### config.mk
export PLATFORM = sky130hd
export DESIGN_NAME = hs_dma_engine
export DESIGN_NICKNAME = d
export VERILOG_FILES = /design/src/rtl/hs_dma_pkg.sv /design/src/rtl/hs_dma_sched.sv /design/src/rtl/hs_dma_ack.sv /design/src/rtl/hs_dma_mover.sv /design/src/rtl/hs_dma_engine.sv
export SDC_FILE = /design/constraint.sdc
export NUM_CORES = 1
export LEC_CHECK = 0
export BUFFER_PORTS_ARGS = -buffer_cell sky130_fd_sc_hd__buf_2
export CAP_MARGIN = 25
export CORE_AREA = 2 2 251 253
export DETAILED_ROUTE_END_ITERATION = 8
export DIE_AREA = 0 0 253 255
export PLACE_DENSITY = 0.61
export SLEW_MARGIN = 5
export SYNTH_ARGS = -nofsm -noshare
export SYNTH_HDL_FRONTEND = slang
export SYNTH_SLANG_ARGS = --single-unit
export TNS_END_PERCENT = 50
### constraint.sdc
create_clock -name clk_i -period 12.5 [get_ports clk_i]
set_clock_uncertainty 0.05 [all_clocks]
set_input_delay 2.5 -clock clk_i [delete_from_list [all_inputs] [get_ports clk_i]]
set_output_delay 2.5 -clock clk_i [all_outputs]
set_load 0.02 [all_outputs]
### src/rtl/hs_dma_pkg.sv
package hs_dma_pkg;
  typedef enum logic [1:0] {ST_IDLE, ST_READ, ST_WRITE, ST_WB} dma_state_e;

  function automatic logic [3:0] elem_bytes(input logic [1:0] w);
    case (w)
      2'd0:    elem_bytes = 4'd1;
      2'd1:    elem_bytes = 4'd2;
      default: elem_bytes = 4'd4;
    endcase
  endfunction

  // step code 0: fixed; 1/2/3: advance by 1/2/4 elements
  function automatic logic [4:0] step_bytes(input logic [1:0] w, input logic [1:0] code);
    if (code == 2'd0) step_bytes = 5'd0;
    else              step_bytes = {1'b0, elem_bytes(w)} << (code - 2'd1);
  endfunction
endpackage

### src/rtl/hs_dma_sched.sv
module hs_dma_sched #(
  parameter int NCH = 4,
  parameter int NHS = 16,
  parameter int CW  = 24,
  localparam int CHW = $clog2(NCH),
  localparam int HSW = $clog2(NHS)
) (
  input  logic               clk_i,
  input  logic               rst_ni,
  input  logic [NCH-1:0]     start_i,
  input  logic [NCH*CW-1:0]  count_i,
  input  logic [NCH*HSW-1:0] src_hs_i,
  input  logic [NCH*HSW-1:0] dst_hs_i,
  input  logic [NHS-1:0]     dreq_i,
  input  logic [NHS-1:0]     dack_i,
  output logic               valid_o,
  output logic [CHW-1:0]     sel_o,
  output logic [NCH-1:0]     grant_o
);
  logic [NCH-1:0] elig;

  for (genvar c = 0; c < NCH; c++) begin : g_elig
    logic [HSW-1:0] s_id, d_id;
    logic           s_ok, d_ok;
    assign s_id = src_hs_i[c*HSW +: HSW];
    assign d_id = dst_hs_i[c*HSW +: HSW];
    assign s_ok = (s_id == '0) || (dreq_i[s_id] && !dack_i[s_id]);
    assign d_ok = (d_id == '0) || (dreq_i[d_id] && !dack_i[d_id]);
    assign elig[c] = start_i[c] && ((count_i[c*CW +: CW] == '0) || (s_ok && d_ok));
  end

  always_comb begin
    valid_o = 1'b0;
    sel_o   = '0;
    for (int c = NCH - 1; c >= 0; c--) begin
      if (elig[c]) begin
        valid_o = 1'b1;
        sel_o   = CHW'(c);
      end
    end
  end

  assign grant_o = valid_o ? (NCH'(1) << sel_o) : '0;

  a_r1_single_grant: assert property (@(posedge clk_i) disable iff (!rst_ni)
    $onehot0(grant_o));
endmodule

### src/rtl/hs_dma_ack.sv
module hs_dma_ack #(
  parameter int NHS = 16,
  localparam int HSW = $clog2(NHS)
) (
  input  logic           clk_i,
  input  logic           rst_ni,
  input  logic [NHS-1:0] dreq_i,
  input  logic           src_set_i,
  input  logic [HSW-1:0] src_id_i,
  input  logic           dst_set_i,
  input  logic [HSW-1:0] dst_id_i,
  output logic [NHS-1:0] dack_o
);
  assign dack_o[0] = 1'b0;

  for (genvar k = 1; k < NHS; k++) begin : g_line
    logic set_k;
    assign set_k = (src_set_i && src_id_i == HSW'(k)) || (dst_set_i && dst_id_i == HSW'(k));
    always_ff @(posedge clk_i or negedge rst_ni) begin
      if (!rst_ni) dack_o[k] <= 1'b0;
      else         dack_o[k] <= dreq_i[k] && (dack_o[k] || set_k);
    end

    a_r6_ack_drops: assert property (@(posedge clk_i) disable iff (!rst_ni)
      !dreq_i[k] |=> !dack_o[k]);
  end
endmodule

### src/rtl/hs_dma_mover.sv
module hs_dma_mover
  import hs_dma_pkg::*;
#(
  parameter int NCH  = 4,
  parameter int NHS  = 16,
  parameter int AW   = 32,
  parameter int CW   = 24,
  parameter int DW   = 32,
  parameter int BMAX = 4,
  localparam int CHW = $clog2(NCH),
  localparam int HSW = $clog2(NHS),
  localparam int NW  = $clog2(BMAX + 1),
  localparam int IW  = $clog2(BMAX)
) (
  input  logic           clk_i,
  input  logic           rst_ni,
  input  logic           sel_valid_i,
  input  logic [CHW-1:0] sel_ch_i,
  input  logic [AW-1:0]  sel_src_i,
  input  logic [AW-1:0]  sel_dst_i,
  input  logic [CW-1:0]  sel_count_i,
  input  logic           sel_burst_i,
  input  logic [1:0]     sel_width_i,
  input  logic [1:0]     sel_src_step_i,
  input  logic [1:0]     sel_dst_step_i,
  input  logic [HSW-1:0] sel_src_hs_i,
  input  logic [HSW-1:0] sel_dst_hs_i,
  input  logic           sel_fin_en_i,
  output logic           mem_req_o,
  output logic           mem_we_o,
  output logic [AW-1:0]  mem_addr_o,
  output logic [1:0]     mem_size_o,
  output logic [DW-1:0]  mem_wdata_o,
  input  logic [DW-1:0]  mem_rdata_i,
  input  logic           mem_ready_i,
  output logic           src_set_o,
  output logic           dst_set_o,
  output logic [HSW-1:0] src_hs_o,
  output logic [HSW-1:0] dst_hs_o,
  output logic           wb_valid_o,
  output logic [CHW-1:0] wb_ch_o,
  output logic [AW-1:0]  wb_src_o,
  output logic [AW-1:0]  wb_dst_o,
  output logic [CW-1:0]  wb_count_o,
  output logic           wb_done_o,
  output logic           wb_fin_o
);
  dma_state_e     st_q;
  logic [CHW-1:0] ch_q;
  logic [AW-1:0]  src_q, dst_q;
  logic [CW-1:0]  cnt_q;
  logic [1:0]     wid_q;
  logic [4:0]     sstep_q, dstep_q;
  logic           fen_q;
  logic [NW-1:0]  n_q, idx_q;
  logic [DW-1:0]  buf_q [BMAX];
  logic           last;
  logic [NW-1:0]  n_new;

  assign last  = (idx_q == n_q - NW'(1));
  assign n_new = !sel_burst_i ? NW'(1) :
                 (sel_count_i < CW'(BMAX)) ? NW'(sel_count_i) : NW'(BMAX);

  always_ff @(posedge clk_i or negedge rst_ni) begin
    if (!rst_ni) begin
      st_q     <= ST_IDLE;
      ch_q     <= '0;
      src_q    <= '0;
      dst_q    <= '0;
      cnt_q    <= '0;
      wid_q    <= '0;
      sstep_q  <= '0;
      dstep_q  <= '0;
      src_hs_o <= '0;
      dst_hs_o <= '0;
      fen_q    <= 1'b0;
      n_q      <= '0;
      idx_q    <= '0;
      for (int i = 0; i < BMAX; i++) buf_q[i] <= '0;
    end else begin
      case (st_q)
        ST_IDLE: if (sel_valid_i) begin
          ch_q     <= sel_ch_i;
          src_q    <= sel_src_i;
          dst_q    <= sel_dst_i;
          cnt_q    <= sel_count_i;
          wid_q    <= sel_width_i;
          sstep_q  <= step_bytes(sel_width_i, sel_src_step_i);
          dstep_q  <= step_bytes(sel_width_i, sel_dst_step_i);
          src_hs_o <= sel_src_hs_i;
          dst_hs_o <= sel_dst_hs_i;
          fen_q    <= sel_fin_en_i;
          n_q      <= n_new;
          idx_q    <= '0;
          st_q     <= (sel_count_i == '0) ? ST_WB : ST_READ;
        end
        ST_READ: if (mem_ready_i) begin
          buf_q[idx_q[IW-1:0]] <= mem_rdata_i;
          src_q <= src_q + AW'(sstep_q);
          if (last) begin
            idx_q <= '0;
            st_q  <= ST_WRITE;
          end else idx_q <= idx_q + NW'(1);
        end
        ST_WRITE: if (mem_ready_i) begin
          dst_q <= dst_q + AW'(dstep_q);
          if (last) begin
            cnt_q <= cnt_q - CW'(n_q);
            st_q  <= ST_WB;
          end else idx_q <= idx_q + NW'(1);
        end
        default: st_q <= ST_IDLE;
      endcase
    end
  end

  assign mem_req_o   = (st_q == ST_READ) || (st_q == ST_WRITE);
  assign mem_we_o    = (st_q == ST_WRITE);
  assign mem_addr_o  = mem_we_o ? dst_q : src_q;
  assign mem_size_o  = wid_q;
  assign mem_wdata_o = buf_q[idx_q[IW-1:0]];

  assign src_set_o = (st_q == ST_READ)  && mem_ready_i && last;
  assign dst_set_o = (st_q == ST_WRITE) && mem_ready_i && last;

  assign wb_valid_o = (st_q == ST_WB);
  assign wb_ch_o    = ch_q;
  assign wb_src_o   = src_q;
  assign wb_dst_o   = dst_q;
  assign wb_count_o = cnt_q;
  assign wb_done_o  = wb_valid_o && (cnt_q == '0);
  assign wb_fin_o   = wb_done_o && fen_q;

  a_r4_no_read_after_write: assert property (@(posedge clk_i) disable iff (!rst_ni)
    (mem_req_o && mem_we_o) |=> !(mem_req_o && !mem_we_o));
  a_r8_fin_needs_done: assert property (@(posedge clk_i) disable iff (!rst_ni)
    wb_fin_o |-> (wb_done_o && wb_valid_o));
endmodule

### src/rtl/hs_dma_engine.sv
module hs_dma_engine #(
  parameter int NCH  = 4,
  parameter int NHS  = 16,
  parameter int AW   = 32,
  parameter int CW   = 24,
  parameter int DW   = 32,
  parameter int BMAX = 4,
  localparam int CHW = $clog2(NCH),
  localparam int HSW = $clog2(NHS)
) (
  input  logic               clk_i,
  input  logic               rst_ni,
  input  logic [NCH-1:0]     ch_start_i,
  input  logic [NCH*AW-1:0]  ch_src_addr_i,
  input  logic [NCH*AW-1:0]  ch_dst_addr_i,
  input  logic [NCH*CW-1:0]  ch_count_i,
  input  logic [NCH-1:0]     ch_burst_i,
  input  logic [NCH*2-1:0]   ch_width_i,
  input  logic [NCH*2-1:0]   ch_src_step_i,
  input  logic [NCH*2-1:0]   ch_dst_step_i,
  input  logic [NCH*HSW-1:0] ch_src_hs_i,
  input  logic [NCH*HSW-1:0] ch_dst_hs_i,
  input  logic [NCH-1:0]     ch_fin_en_i,
  input  logic [NHS-1:0]     dreq_i,
  output logic [NHS-1:0]     dack_o,
  output logic               mem_req_o,
  output logic               mem_we_o,
  output logic [AW-1:0]      mem_addr_o,
  output logic [1:0]         mem_size_o,
  output logic [DW-1:0]      mem_wdata_o,
  input  logic [DW-1:0]      mem_rdata_i,
  input  logic               mem_ready_i,
  output logic               wb_valid_o,
  output logic [CHW-1:0]     wb_ch_o,
  output logic [AW-1:0]      wb_src_o,
  output logic [AW-1:0]      wb_dst_o,
  output logic [CW-1:0]      wb_count_o,
  output logic               wb_done_o,
  output logic               wb_fin_o
);
  logic           sel_valid;
  logic [CHW-1:0] sel;
  logic [NCH-1:0] grant;
  logic           src_set, dst_set;
  logic [HSW-1:0] src_hs, dst_hs;
  logic           idle_ok;

  // the grant only matters while the mover is idle (no request, no write-back)
  assign idle_ok = !mem_req_o && !wb_valid_o;

  hs_dma_sched #(.NCH(NCH), .NHS(NHS), .CW(CW)) u_sched (
    .clk_i, .rst_ni,
    .start_i (ch_start_i),
    .count_i (ch_count_i),
    .src_hs_i(ch_src_hs_i),
    .dst_hs_i(ch_dst_hs_i),
    .dreq_i,
    .dack_i  (dack_o),
    .valid_o (sel_valid),
    .sel_o   (sel),
    .grant_o (grant)
  );

  hs_dma_mover #(.NCH(NCH), .NHS(NHS), .AW(AW), .CW(CW), .DW(DW), .BMAX(BMAX)) u_mover (
    .clk_i, .rst_ni,
    .sel_valid_i   (sel_valid && idle_ok),
    .sel_ch_i      (sel),
    .sel_src_i     (ch_src_addr_i[sel*AW +: AW]),
    .sel_dst_i     (ch_dst_addr_i[sel*AW +: AW]),
    .sel_count_i   (ch_count_i[sel*CW +: CW]),
    .sel_burst_i   (ch_burst_i[sel]),
    .sel_width_i   (ch_width_i[sel*2 +: 2]),
    .sel_src_step_i(ch_src_step_i[sel*2 +: 2]),
    .sel_dst_step_i(ch_dst_step_i[sel*2 +: 2]),
    .sel_src_hs_i  (ch_src_hs_i[sel*HSW +: HSW]),
    .sel_dst_hs_i  (ch_dst_hs_i[sel*HSW +: HSW]),
    .sel_fin_en_i  (ch_fin_en_i[sel]),
    .mem_req_o, .mem_we_o, .mem_addr_o, .mem_size_o, .mem_wdata_o,
    .mem_rdata_i, .mem_ready_i,
    .src_set_o (src_set),
    .dst_set_o (dst_set),
    .src_hs_o  (src_hs),
    .dst_hs_o  (dst_hs),
    .wb_valid_o, .wb_ch_o, .wb_src_o, .wb_dst_o, .wb_count_o, .wb_done_o, .wb_fin_o
  );

  hs_dma_ack #(.NHS(NHS)) u_ack (
    .clk_i, .rst_ni,
    .dreq_i,
    .src_set_i(src_set),
    .src_id_i (src_hs),
    .dst_set_i(dst_set),
    .dst_id_i (dst_hs),
    .dack_o
  );

  logic [NHS-1:0] dreq_d;
  always_ff @(posedge clk_i or negedge rst_ni) begin
    if (!rst_ni) dreq_d <= '0;
    else         dreq_d <= dreq_i;
  end

  a_r2_src_gate: assert property (@(posedge clk_i) disable iff (!rst_ni)
    ($rose(mem_req_o) && !mem_we_o) |-> (src_hs == '0 || dreq_d[src_hs]));
  a_r2_dst_gate: assert property (@(posedge clk_i) disable iff (!rst_ni)
    ($rose(mem_req_o) && !mem_we_o) |-> (dst_hs == '0 || dreq_d[dst_hs]));
  a_r1_grant_unused: assert property (@(posedge clk_i) disable iff (!rst_ni)
    (grant != '0) |-> sel_valid);
endmodule

After elaboration in Yosys (flattened, before gate mapping) --
Index checks and enable logic that the tools add are counted.
Storage, ports and cells: flip-flop bits (word level) 262, input bits 471, output and inout bits 177
Cells by class: $add $sub $neg 7, multipliers 1, order comparisons 12, eq/ne operators 41, shifts and indexed selects 10, muxes and demuxes 85, bitwise operators 1, reduce and logical (&&, ||, !) cells 151
Operators with widths (count):
- $mux W32 | 8
- $shiftx A128 B8 Y32 | 2
- $logic_not A24 Y1 | 6
- $bwmux W128 | 1
- $pmux W32 S2 | 2
- $shiftx A96 B8 Y24 | 1
- $mux W24 | 3
- $logic_and A1 B1 Y1 | 70
- $add A32 B5 Y32 | 2
- $bmux W1 S4 | 16
- $bmux W32 S2 | 1
- $demux W32 S2 | 1
- $eq A4 B4 Y1 const B | 16
- $pmux W24 S2 | 1
- $logic_or A1 B1 Y1 | 43
- $lt A4 B5 Y1 const B | 8
- $eq A4 B3 Y1 const B | 8
- $logic_not A4 Y1 | 8
- $shiftx A16 B5 Y4 | 2
- $lt A24 B3 Y1 const B | 1
- $mux W4 | 6
- $shiftx A8 B4 Y2 | 3
- $sub A24 B3 Y24 | 1
- $mux W1 | 22
- 31 further kinds | 76

Depth between registers and ports, before layout --
Gate-level depths: netlist of run 1.
depth after elaboration 20, mapped depth 21, depth with buffers taken out 15

Modules after synthesis --
From an unflattened synthesis of run 1, not the netlist that was laid out.
Second synthesis, totals: cell total of the unflattened synthesis 1646, area, all modules 18557.8 µm²
Modules (own cells, without submodules):
- hs_dma_mover | instances 1, cells an instance 1244, area each 13511.7 µm²
- hs_dma_engine | instances 1, cells an instance 129, area each 2539.9 µm²
- hs_dma_sched | instances 1, cells an instance 184, area each 1622.8 µm²
- hs_dma_ack | instances 1, cells an instance 89, area each 883.3 µm²

Worst setup path after synthesis of run 1 --
No wires, ideal clock.
path kind input to register, start input ch_dst_hs_i[12], end register u_mover.sstep_q[2], setup time 67 ps, arrival time 6297 ps, required time 12383 ps, slack 6086 ps, cell stages on the path 18, cell sequence clkbuf_1 -> mux4_2 -> o311ai_1 -> a2111oi_2 -> or2_1 -> buf_4 -> buf_4 -> o211ai_1 -> buf_2 -> buf_2 -> clkbuf_1 -> nand2_1 -> nand3_1 -> nand2_1 -> ha_1 -> or3_1 -> o41ai_1 -> a221o_1
On the way: word-level cells in the longest chain between the ends 20, elaborated cells on any way between the ends 33, those cells by class add/sub: 1; eq/ne: 1; shift: 3; mux: 17; reduce/logical: 11
RTL lines:
- start: declaration | line hs_dma_engine.sv:22 | input logic [NCH*HSW-1:0] ch_dst_hs_i,
- $bmux W1 S4 | line hs_dma_sched.sv:28 | assign d_ok = (d_id == '0) || (dreq_i[d_id] && !dack_i[d_id]);
- $mux W1 (implied by the code) | line hs_dma_sched.sv:28
- $logic_not A1 Y1 | line hs_dma_sched.sv:28
- $logic_and A1 B1 Y1 | line hs_dma_sched.sv:28
- $logic_or A1 B1 Y1 * | line hs_dma_sched.sv:28
- $logic_and A1 B1 Y1 * | line hs_dma_sched.sv:29 | assign elig[c] = start_i[c] && ((count_i[c*CW +: CW] == '0) || (s_ok && d_ok));
- $logic_or A1 B1 Y1 * | line hs_dma_sched.sv:29
- $logic_and A1 B1 Y1 * | line hs_dma_sched.sv:29
- $mux W2 (4 in a row) | line hs_dma_sched.sv:36 | if (elig[c]) begin
- $shiftx A8 B4 Y2 | line hs_dma_engine.sv:72 | .sel_width_i (ch_width_i[sel*2 +: 2]),
- $eq A2 B1 Y1 or $logic_not A2 Y1 (tied branches) | line hs_dma_pkg.sv:5 | case (w)
- $pmux W3 S2 | line hs_dma_pkg.sv:5
- $mux W4 | line hs_dma_pkg.sv:14 | if (code == 2'd0) step_bytes = 5'd0;
- $mux W4 | line hs_dma_mover.sv:82 | ST_IDLE: if (sel_valid_i) begin
- $mux W4 | line hs_dma_mover.sv:81 | case (st_q)
- $shl A4 B2 Y5 | line hs_dma_pkg.sv:15 | else step_bytes = {1'b0, elem_bytes(w)} << (code - 2'd1);
- $mux W5 | line hs_dma_pkg.sv:14
- end signal: assignment | line hs_dma_mover.sv:88 | sstep_q <= step_bytes(sel_width_i, sel_src_step_i);
- end: declaration | line hs_dma_mover.sv:53 | logic [4:0] sstep_q, dstep_q;
Mark *: on every way between the ends. The rest lies on a longest branch, timed or not. The select of a mux whose other input is x is not followed. A chain may end at the register's enable or synchronous reset.

Final worst setup path of run 1 --
start input ch_src_hs_i[9], end register u_mover.sstep_q[2]
On the way: word-level cells in the longest chain between the ends 19, elaborated cells on any way between the ends 31, those cells by class add/sub: 1; eq/ne: 1; shift: 3; mux: 15; reduce/logical: 11
RTL lines:
- start: declaration | line hs_dma_engine.sv:21 | input logic [NCH*HSW-1:0] ch_src_hs_i,
- $bmux W1 S4 | line hs_dma_sched.sv:27 | assign s_ok = (s_id == '0) || (dreq_i[s_id] && !dack_i[s_id]);
- $mux W1 (implied by the code) | line hs_dma_sched.sv:27
- $logic_not A1 Y1 | line hs_dma_sched.sv:27
- $logic_and A1 B1 Y1 | line hs_dma_sched.sv:27
- $logic_or A1 B1 Y1 * | line hs_dma_sched.sv:27
- $logic_and A1 B1 Y1 * | line hs_dma_sched.sv:29
- $logic_or A1 B1 Y1 * | line hs_dma_sched.sv:29
- $logic_and A1 B1 Y1 * | line hs_dma_sched.sv:29
- $mux W2 (3 in a row) | line hs_dma_sched.sv:36
- $shiftx A8 B4 Y2 | line hs_dma_engine.sv:72
- $eq A2 B1 Y1 or $logic_not A2 Y1 (tied branches) | line hs_dma_pkg.sv:5
- $pmux W3 S2 | line hs_dma_pkg.sv:5
- $mux W4 | line hs_dma_pkg.sv:14
- $mux W4 | line hs_dma_mover.sv:82
- $mux W4 | line hs_dma_mover.sv:81
- $shl A4 B2 Y5 | line hs_dma_pkg.sv:15
- $mux W5 | line hs_dma_pkg.sv:14
Marks and branches as above.

==> results of run 1 <==
[state kept, by name (all words and copies together) (netlist names)]
name / count
u_mover.wb_dst_o: 32
u_mover.dstep_q: 5
u_mover.idx_q: 3
u_mover.wb_ch_o: 2
u_mover.fen_q: 1
u_mover.src_hs_o: 4
u_mover.sstep_q: 5
u_mover.buf_q: 128
u_mover.st_q: 2
u_ack.dack_o: 15
u_mover.mem_size_o: 2
u_mover.wb_count_o: 24
u_mover.dst_hs_o: 4
u_mover.n_q: 3
u_mover.wb_src_o: 32
[cell usage in the layout (no fill, tap or decap), types with 18 or more instances in the layout]
cell type,Yosys,final
o22ai_1,64,64
mux4_2,46,46
nand4_1,20,20
clkbuf_16,0,35
nand3_1,99,99
o21ai_0,133,133
mux2_2,162,162
nand2_1,408,407
a21oi_1,107,107
inv_1,54,54
ha_1,25,23
dfrtp_1,262,260
buf_2,20,645
nand2b_1,18,18
nor4_1,31,31
nor2_1,97,96
buf_4,3,25
a31oi_1,58,58
nor3_1,41,41
o21a_1,20,20
and3_1,80,80
[cells by family (layout without fill, tap and decap cells)]
group / count (synthesis) / after routing / synth area share [%]
fa+ha+maj: 28 / 28 / 1.966
flops: 262 / 262 / 34.58
simple gates: 900 / 900 / 22.88
mux: 219 / 219 / 15.67
buf+inv: 199 / 788 / 4.177
xor+xnor: 12 / 12 / 0.5543
other cells: 1 / 9 / 0.01978
compound gates: 580 / 580 / 20.16
[power groups by stage]
stage / clock, mW / combinational [mW] / sequential [mW]
2_1_floorplan: 0 / 1.78 / 1.66
6_report: 0.967 / 2.86 / 1.69
3_5_place_dp: 0 / 2.87 / 1.70
5_1_grt: 1.03 / 3.11 / 1.74
4_1_cts: 0.999 / 2.87 / 1.69
3_3_place_gp: 0 / 2.84 / 1.69
[final cells by class]
cell class                      count  area [um^2]
Timing Repair Buffer              674         3486
Tap cell                          799        999.7
Sequential cell                   262         6559
Clock buffer                       45        953.4
Antenna cell                        8        20.02
Multi-Input combinational cell   1740        11680
Clock inverter                     14        127.6
Inverter                           55        206.4
Fill cell                        6475        38120
[final timing paths]
path	startpoint	slack, ns	endpoint	depth (start not counted)
worst max-delay path	ch_src_hs_i[9]	5.55	u_mover.sstep_q[2]	13
worst min-delay path	u_mover.wb_ch_o[0]	0.42	u_mover.wb_ch_o[0]	2
worst min register to register	u_mover.wb_ch_o[0]	0.42	u_mover.wb_ch_o[0]	2
min in group asynchronous	rst_ni	2.00	u_mover.buf_q[99]	1
max in group asynchronous	rst_ni	8.88	u_ack.dack_o[10]	2
worst max register to register	u_ack.dack_o[7]	7.22	u_mover.sstep_q[2]	12
[metal layers]
layer	routed length, um	part of all wire, %	up-vias	track usage [%]
met5	95	0.12	-	0
met4	3663	4.5	16	10.68
met3	6049	7.5	168	4.993
met2	38530	48	885	39.76
met1	32750	40	9697	30.03
li1	-	-	9343	-
[worst register-to-register path, stage by stage (launching register included)]
cell and delay, ns:
dfrtp_1 0.45, and3b_1 0.21, o2111a_1 0.25, a2111o_1 0.41, o21ai_2 0.60, o21ai_1 0.43, o211ai_1 0.84, buf_12 0.45
a31o_2 0.39, ha_1 0.28, or3_1 0.41, o41ai_1 0.29, a221o_1 0.15
==> summary.md, run 1 <==
| Metric | Value |
|---|---|
| Status | finished, final reports clean |
| Synth warn | 0 |
| P per Cell Area | around 230 nW/um^2 |
| Setup crit end kind | flop |
| Area grow syn2layout | 26.77% |
| Pin count of the biggest net entering global routing | 148 |
| Largest cells by area after synthesis | dfrtp_1 (35%), mux2_2 (9.6%), nand2_1 (8.1%) |
| Clock-pin transition on the worst setup and hold timing paths | 0.06 ns |
| IR Drop Worst-Case VDD | roughly 110 uV |
| Final cell count without fillers | roughly 3,600 |
| Number of synthesized register bits | 262 |
| Worst path max stage delay | between 0.8 and 0.9 ns |
| Placed inst area | roughly 23,000 um^2 |
| Number of enable flip-flop cells after synthesis | 0 |
| First-pass GRT wire length | around 120,000 um |
| Initial antenna violation count | 17 |
| Avg WL per Cell | roughly 23 um |
| Syn Inst Count | 2,201 |
| Vias in the first global route | 18,730 |
| Synth Area per Inst | roughly 8.6 um^2 |
| Max Freq | about 140 MHz |
| Die Footprint | 64,520 um^2 |
| Crit share post-route | between 50% and 60% |
| Vias | a little over 20,000 |
| Crit path cell chain | buf_2, and3b_1, o2111a_1, a2111o_1, o21ai_2, o21ai_1, o211ai_1, buf_12, a31o_2, ha_1, or3_1, o41ai_1, a221o_1 |
| # DRC | 0 |
| Worst hold path class | flop to flop |
| Die width | ~250 um |
| Die Span Y | around 260 um |
| Critical path required time | roughly 13 ns |
| Rows | 92 |
| Switch share | ~47% |
| Max-cap violations | 0 |
| Comb power frac | around 52% |
| Post-Syn Nets | around 2,700 |
| Synthesized cell area | ~19,000 um^2 |
| Hold-fix buffer count after cts | 0 |
| CP Max Fanout | 147 |
| CTS tree | done |
| I/O Buffers | approximately 650 |
| Setup Fix Bufs, Post-CTS | 0 |
| Final instance area | approximately 24,000 um^2 |
| Worst slew margin | between 20% and 30% |
| Core area | 62,160 um^2 |
| Yosys top cell by area | dfrtp_1 |
| Measured slew at the worst slew-check pin | 1.093 ns |
| Post-Place Setup Slack | 4.962 ns |
| Final WL | 81,090 um |
| Total track usage | between 20% and 30% |
| Post-cts gate resize count | 0 |
| Min setup slack post-route | ~5.5 ns |
| Total gr overflow | 0 |
| Final hold slack | roughly 0.42 ns |
| Effective utilization at floorplan | slightly above 30% |
| DPL Wire Length | slightly above 60,000 um |
| Finish-stage setup viols | 0 |
| Final core occ | 38.67% |
| Drt initial violations | 1,655 |
| Max Root-Sink Buffers | 3 |
| CP arrival | approximately 7.4 ns |
| Antenna viol nets, final | 0 |
| Net count reported at finish | 3,266 |
| Sequential Power Share | a little under a third |
| Final Max Tran Viols | 0 |
| Ys flop type | dfrtp_1 |
| Yosys cell types | 96 |
| Share of cells above drive strength 1 | 35.56% |
| Yosys top cell area share | around a third |
| RSZ-0062 raised after global routing | no |
| Post-synth ARST share | 100.0% |
| CTS root buf | clkbuf_16 |
| Num CTS Buffers | 34 |
| Final Hold Viols | 0 |
| Share of total power in the clock network | between 10% and 20% |
| IO Count | around 650 |
| Placed cells | 3,529 |
| Int Power | roughly 2.9 mW |
| Clock latency on the worst-skew pair | roughly 0.54 ns |
| DR vias/cell | roughly 5.6 |
| Final setup TNS | 0 ns |
| Overall power | around 5.5 mW |
| Leak Pwr | 11.11 nW |
| CP Class | primary input to flop |
| H-tree level count | 2 |
| First-pass DRT Iterations | 5 |
| Most common cell in the netlist | nand2_1 |
| Bufs and invs on worst path | 2 |
| Crit path time final | just under 7 ns |
| Net Switching | between 2 and 3 mW |
| Post-synthesis sequential area ratio | roughly a third |
| Crit start category | primary input |
| Synth cell count leaders | nand2_1 (408), dfrtp_1 (262), mux2_2 (162), o21ai_0 (133), a21oi_1 (107) |
| CP max-delay cell | o211ai_1 |
| Crit path max-delay family | compound AO/OA/AOI/OAI gates |
| Gpl congestion | ~0.94 |
| CTS Sinks | 262 |
Power figures use the tool's default switching activity.
==> run 2: changes to the inputs <==
--- a/config.mk
+++ b/config.mk
@@ -5,11 +5,12 @@
 export SDC_FILE = /design/constraint.sdc
 export NUM_CORES = 1
 export LEC_CHECK = 0
+export ABC_AREA = 1
 export BUFFER_PORTS_ARGS = -buffer_cell sky130_fd_sc_hd__buf_2
 export CAP_MARGIN = 25
-export CORE_AREA = 2 2 251 253
+export CORE_AREA = 2 2 254 256
 export DETAILED_ROUTE_END_ITERATION = 8
-export DIE_AREA = 0 0 253 255
+export DIE_AREA = 0 0 256 258
 export PLACE_DENSITY = 0.61
 export SLEW_MARGIN = 5
 export SYNTH_ARGS = -nofsm -noshare
==> constraint.sdc (replaced) <==
create_clock -name clk_i -period 7.05 [get_ports clk_i]
set_clock_uncertainty 0.05 [all_clocks]
set_input_delay 1.41 -clock clk_i [delete_from_list [all_inputs] [get_ports clk_i]]
set_output_delay 1.41 -clock clk_i [all_outputs]
set_load 0.02 [all_outputs]
==> run 2 against run 1 <==
Wire length rose by 11%. Largest power group unchanged. Final cell count increased by 21%. Global-route usage rose by 1.9 points. Critical path type unchanged. Area after synthesis is 1.3% higher. Via count rose by 13%. Die area grew 2.4%. Critical path depth is 6 higher. Synthesized cell count grew 32%. Design area increased by 0.69%. Largest cell class unchanged.
==> summary.md, run 2 <==
| Metric | Value |
|---|---|
| Status | finished, final reports clean |
| Crit path time final | approximately 4.9 ns |
| Hold-fix buffer count after cts | 0 |
| Rows | 93 |
| Final setup TNS | 0 ns |
| Total gr overflow | 0 |
| Post-Syn Nets | between 3,000 and 4,000 |
| Most common cell in the netlist | nand2_1 |
| Final Hold Viols | 0 |
| Vias in the first global route | 20,710 |
| Number of synthesized register bits | ~260 |
| Antenna viol nets, final | 0 |
| Die Span Y | about 260 um |
| Vias | approximately 23,000 |
| Max Root-Sink Buffers | 3 |
| Placed cells | around 4,300 |
| First-pass GRT wire length | 130,600 um |
| Initial antenna violation count | 24 |
| Crit start category | primary input |
| Area grow syn2layout | 25.99% |
| Synth warn | 0 |
| Worst slew margin | a little under two fifths |
| Final WL | between 80,000 and 90,000 um |
| Final instance area | 24,200 um^2 |
| Yosys cell types | 66 |
| Most flops, register | u_mover.buf_q |
| I/O Buffers | roughly 650 |
| Yosys top cell area share | approximately a third |
| P per Cell Area | between 400 and 500 nW/um^2 |
| Total track usage | 25.84% |
| Drt initial violations | 1,981 |
| Die Footprint | around 66,000 um^2 |
| DPL Wire Length | approximately 70,000 um |
| Finish-stage setup viols | 0 |
| Met1 Track Usage GR | 30.01% |
| Synth cell count leaders | nand2_1 (673), o21ai_0 (412), nor2_1 (335), inv_1 (272), dfrtp_1 (262) |
| Setup crit end kind | flop |
| Fill count | about 7,000 |
| Avg WL per Cell | 20.72 um |
| DR vias/cell | approximately 5.2 |
| IR Drop Worst-Case VDD | 267.3 uV |
| Max reg flops | ~130 |
| Final cell count without fillers | approximately 4,300 |
| Largest cells by area after synthesis | dfrtp_1 (34%), nand2_1 (13%), o21ai_0 (11%) |
| Measured slew at the worst slew-check pin | 0.9273 ns |
| Syn Inst Count | approximately 2,900 |
| IO Count | between 600 and 700 |
| Final Max Tran Viols | 0 |
| Num CTS Buffers | 31 |
| Core area | ~64,000 um^2 |
| CP Class | primary input to flop |
| Clock-pin transition on the worst setup and hold timing paths | about 0.06 ns |
| Synth Area per Inst | 6.628 um^2 |
| Worst hold path class | flop to flop |
| Most frequent cells in the layout | nand2_1 (669), buf_2 (644), o21ai_0 (412) |
| Switch share | between 50% and 60% |
| Number of enable flip-flop cells after synthesis | 0 |
| Max Freq | just over 200 MHz |
| Clock latency on the worst-skew pair | 0.60 ns |
| Critical path required time | roughly 7.5 ns |
| CTS Sinks | roughly 260 |
| First-pass DRT Iterations | 8 |
| # DRC | 0 |
| Pin count of the biggest net entering global routing | 123 |
| Share of cells above drive strength 1 | 23.31% |
| Ys flop type | dfrtp_1 |
| CTS root buf | clkbuf_16 |
| Share of total power in the clock network | around 18% |
| Area occupied by multi-input gates | approximately 11,000 um^2 |
| Net Switching | 5.157 mW |
| Post-synth ARST share | 100.0% |
| Yosys top cell by area | dfrtp_1 |
| Effective utilization at floorplan | 30.18% |
| Gpl congestion | roughly 1 |
| Setup Fix Bufs, Post-CTS | 0 |
| Commonest non-fill, non-tap cell in the layout | nand2_1 |
| Sequential Power Share | 28.2% |
| Final core occ | approximately two fifths |
| Post-synthesis sequential area ratio | 34.13% |
| CP arrival | approximately 5.4 ns |
| Die width | around 260 um |
| Register area | 6558 um^2 |
| M3 GR Usage | under 10% |
| Synthesized cell area | 19,210 um^2 |
| Met2 usage | a little over two fifths |
| Max-cap violations | 0 |
| CP Max Fanout | 37 |
| Net count reported at finish | 3,946 |
| H-tree level count | 1 |
| CTS tree | done |
| GR peak layer | met2 |
| Leak Pwr | ~12 nW |
| Crit share post-route | 69.79% |
| Placed inst area | 23,060 um^2 |
| Post-cts gate resize count | 0 |
| RSZ-0062 raised after global routing | no |
| Int Power | approximately 4.9 mW |
| Comb power frac | between 50% and 60% |
-- run 2: changes by cell type in the layout (fill, tap and decap cells not counted), sizes merged, moves of 41 or more --
cell	before	now
a31oi	60	11
and3	80	1
inv	58	297
mux2	162	0
mux4	46	0
nand2	408	681
nand3	99	140
nor2	97	355
o21ai	150	482
-- run 2: metal layers --
metal / routed length, um / vias to the layer above
li1: - / 10830
met3: 7246 / 243
met5: 188 / -
met4: 6425 / 28
met2: 42270 / 1052
met1: 33730 / 10490
-- run 2: cells by family after synthesis --
family                     Yosys count  share of synthesized area (%)
AOI/OAI and AO/OA                  822                          23.96
buffers and inverters              461                          10.04
and+or+nand+nor                   1289                          28.30
muxes                                1                        0.05211
DFF                                262                          34.13
other                                1                        0.01952
xor gates and xnor gates            34                          1.550
adders and majority gates           28                          1.941
-- run 2: layout make-up --
type	instances	share of cell area, %
multi-input combinational	2175	44.43
sequential	262	27.10
timing repair buffer	681	14.76
inverter	296	4.601
tap	855	4.420
clock buffer	43	3.598
clock inverter	14	0.9927
antenna	10	0.1034
-- run 2: worst paths after layout --
path | cells after the start | slack [ns] | from | to
setup / recovery | 19 | 2.13 | ch_count_i[73] | u_mover.sstep_q[2]
hold / removal | 2 | 0.42 | u_mover.wb_ch_o[1] | u_mover.wb_ch_o[1]
setup reg to reg | 21 | 2.86 | u_ack.dack_o[9] | u_mover.sstep_q[2]
hold reg to reg | 2 | 0.42 | u_mover.wb_ch_o[1] | u_mover.wb_ch_o[1]
max in group asynchronous | 2 | 4.81 | rst_ni | u_mover.wb_src_o[16]
min in group asynchronous | 1 | 0.74 | rst_ni | u_mover.buf_q[79]
-- run 2: power by group through the flow --
stage | combinational [mW] | sequential [mW] | clock (mW)
2_1_floorplan | 3.25 | 2.94 | 0
3_3_place_gp | 5.39 | 2.83 | 0
3_5_place_dp | 5.45 | 2.84 | 0
4_1_cts | 5.46 | 2.82 | 1.83
5_1_grt | 5.99 | 2.92 | 1.88
6_report | 5.47 | 2.85 | 1.79
-- run 2: critical path, cell delays in order --
cell,delay (ns)
buf_2,0.13
nor4_1,0.79
and2_0,0.22
nand4_1,0.24
a21oi_2,0.27
nand2_2,0.08
nand2_4,0.35
nand2_8,0.11
inv_4,0.34
buf_4,0.31
nand2_1,0.07
nand3_1,0.08
nand2_1,0.13
ha_1,0.23
nor2_1,0.14
inv_1,0.05
nor2_1,0.13
inv_1,0.07
o211ai_1,0.17
-- run 2: metrics by stage --
stage | hold slack, ns | setup slack [ns] | power, mW
CTS | 0.4291 | 1.927 | 10.12
detailed placement | 0.4134 | 1.309 | 8.287
finish | 0.4187 | 2.130 | 10.10
floorplan | 0.3978 | 3.095 | 6.187
global route | 0.4408 | 1.774 | 10.78
global placement | 0.4049 | 1.338 | 8.229
==> run 3: changes to the inputs <==
--- a/config.mk
+++ b/config.mk
@@ -5,13 +5,13 @@
 export SDC_FILE = /design/constraint.sdc
 export NUM_CORES = 1
 export LEC_CHECK = 0
-export ABC_AREA = 1
+export ABC_AREA = 0
 export BUFFER_PORTS_ARGS = -buffer_cell sky130_fd_sc_hd__buf_2
 export CAP_MARGIN = 25
-export CORE_AREA = 2 2 254 256
+export CORE_AREA = 2 2 251 253
 export DETAILED_ROUTE_END_ITERATION = 8
-export DIE_AREA = 0 0 256 258
-export PLACE_DENSITY = 0.61
+export DIE_AREA = 0 0 253 255
+export PLACE_DENSITY = 0.63
 export SLEW_MARGIN = 5
 export SYNTH_ARGS = -nofsm -noshare
 export SYNTH_HDL_FRONTEND = slang
==> constraint.sdc (replaced) <==
create_clock -name clk_i -period 4.45 [get_ports clk_i]
set_clock_uncertainty 0.05 [all_clocks]
set_input_delay 0.89 -clock clk_i [delete_from_list [all_inputs] [get_ports clk_i]]
set_output_delay 0.89 -clock clk_i [all_outputs]
set_load 0.02 [all_outputs]
==> run 3 against run 2 <==
Critical path depth down 3. Utilization is 2.5 points higher. Worst hold slack worse by 0.17 ns. Power is 59% higher. Sequential power up 65%. Combinational power increased by 60%. Final cell count fell by 14%. Critical endpoint is now u_mover.wb_dst_o[4].
==> summary.md, run 3 (synthesized netlist as in run 1, its figures left out) <==
| Metric | Value |
|---|---|
| Status | finished, final reports clean |
| Num CTS Buffers | 31 |
| Final Hold Viols | 0 |
| Antenna viol nets, final | 0 |
| CP Class | flop to flop |
| Clock latency on the worst-skew pair | roughly 0.60 ns |
| Worst path max stage delay | ~0.53 ns |
| Max Freq | around 240 MHz |
| Switch share | 46.33% |
| Pin count of the biggest net entering global routing | 89 |
| Share of cells above drive strength 1 | 38.88% |
| Drt initial violations | ~1,700 |
| Effective utilization at floorplan | between 30% and 40% |
| Vias in the first global route | around 20,000 |
| Total gr overflow | 0 |
| IR Drop Worst-Case VDD | 418.7 uV |
| # DRC | 0 |
| Max Root-Sink Buffers | 3 |
| Core area | 62,160 um^2 |
| I/O Buffers | roughly 650 |
| Sequential Power Share | between 20% and 30% |
| Final Max Tran Viols | 0 |
| Crit path cell chain | nand2b_1, mux4_2, a211oi_1, o22ai_1, o21a_1, buf_12, buf_4, a211oi_4, buf_12, buf_12, nand2_1, and3_1, a311oi_1, buf_4, a21oi_1, o21ai_1 |
| Most frequent cells in the layout | buf_2 (645), nand2_1 (404), dfrtp_1 (260) |
| Clock-pin transition on the worst setup and hold timing paths | 0.07 ns |
| Avg WL per Cell | 22.20 um |
| Die width | 253 um |
| Vias | ~21,000 |
| Critical path required time | 4.92 ns |
| Commonest non-fill, non-tap cell in the layout | buf_2 |
| CP max-delay cell | mux4_2 |
| Final cell count without fillers | ~3,700 |
| RSZ-0062 raised after global routing | no |
| CTS tree | done |
| Area occupied by multi-input gates | around 12,000 um^2 |
| Min setup slack post-route | about 0.23 ns |
| Crit start category | flop |
| Crit path top cell by count | buf_12 |
| IO Count | 648 |
| Max-cap violations | 0 |
| Crit path time final | 4.220 ns |
| Gpl congestion | roughly 1.0 |
| Net count reported at finish | about 3,400 |
| Finish-stage setup viols | 0 |
| DPL Wire Length | between 60,000 and 70,000 um |
| Share of total power in the clock network | between 10% and 20% |
| Net Switching | 7.457 mW |
| Area grow syn2layout | 32.84% |
| Int Power | 8.640 mW |
| CTS Sinks | 262 |
| Fill count | about 6,400 |
| CP arrival | 4.69 ns |
| Measured slew at the worst slew-check pin | 0.9812 ns |
| Crit share post-route | 94.83% |
| Placed cells | around 3,700 |
| Register area | ~6600 um^2 |
| Initial antenna violation count | 7 |
| Leak Pwr | between 10 and 15 nW |
| CP Max Fanout | 44 |
| Reg-to-reg startpoint | u_ack.dack_o[14] |
| First-pass GRT wire length | 120,900 um |
| H-tree level count | 1 |
| Overall power | 16.10 mW |
| First-pass DRT Iterations | 6 |
| Setup Fix Bufs, Post-CTS | 0 |
| Die Footprint | between 60,000 and 70,000 um^2 |
| Worst slew margin | roughly a third |
| Comb power frac | 54.2% |
| P per Cell Area | approximately 640 nW/um^2 |
| Final WL | about 83,000 um |
| Max reg flops | ~130 |
| Most flops, register | u_mover.buf_q |
| CTS root buf | clkbuf_16 |
| Total track usage | 24.35% |
| Post-Place Setup Slack | -0.1507 ns |
| Worst hold path class | primary input to asynchronous set/reset pin |
| Critical Path Source | u_ack.dack_o[14] |
| Setup crit end kind | flop |
| DR vias/cell | 5.568 |
| Rows | 92 |
| Die Span Y | around 260 um |
[run 3: changes by cell type in the layout (fill, tap and decap cells not counted), sizes merged, moves of 23 or more]
cell,change
nand3,-41
nand2b,+23
nand2,-273
inv,-241
buf,+121
a31oi,+49
a21oi,-29
mux4,+46
mux2,+162
and3,+79
nor2,-258
o21ai,-332
[run 3: path summary, 6_finish.rpt]
path / endpoint / slack [ns] / depth (start not counted)
max: u_mover.wb_dst_o[4] / 0.23 / 16
min: u_mover.buf_q[67] / 0.25 / 1
max reg2reg: u_mover.wb_dst_o[4] / 0.23 / 16
min reg2reg: u_mover.fen_q / 0.43 / 2
max in group asynchronous: u_mover.buf_q[85] / 3.17 / 2
min in group clk_i: u_mover.fen_q / 0.43 / 2
[run 3: per-layer routing]
metal,wire length (um),vias to the layer above,global-route usage [%]
met5,80,-,0
met4,2469,12,6.627
met3,6805,165,5.502
met2,40900,981,42.71
met1,32290,9965,30.01
li1,-,9586,-
[run 3: repair_timing]
action / CTS / global route
hold buffers: 0 / 0
endpoints found under the setup margin: 0 / 1
gates resized for setup: 0 / 1
[run 3: power groups by stage]
stage          clock network [mW]  logic, mW  registers (mW)
2_1_floorplan                   0       5.01            4.67
3_3_place_gp                    0       8.63            4.70
3_5_place_dp                    0       8.70            4.73
4_1_cts                      2.74       8.73            4.69
5_1_grt                      2.84       9.43            4.85
6_report                     2.67       8.73            4.70
[run 3: layout make-up]
type                       instances  area share [%]
inverter                          55          0.8196
clock inverter                    19          0.8494
sequential                       262           26.04
antenna                            3         0.02980
clock buffer                      39           3.437
timing repair buffer             802           18.27
multi-input combinational       1740           46.59
tap                              799           3.969
[run 3: critical path: cells and delay by family, from the launching register on]
kind                   cells  cell delay [ns]
AO/OA/AOI/OAI              7             1.53
buffers and inverters      5             0.89
flip-flops                 1             0.50
multiplexers               1             0.53
AND/OR/NAND/NOR            3             0.55
[run 3: metrics by stage]
stage | utilization, % | hold slack [ns] | TNS (ns) | instance area [um^2]
6_report | 40.52 | 0.2461 | 0 | 25190
5_1_grt | 40.51 | 0.2761 | 0 | 25180
4_1_cts | 40.50 | 0.2518 | 0 | 25170
3_5_place_dp | 38.76 | 0.4228 | -0.7970 | 24090
3_3_place_gp | 38.76 | 0.4070 | -0.2641 | 24090
2_1_floorplan | - | 0.3918 | 0 | 19050
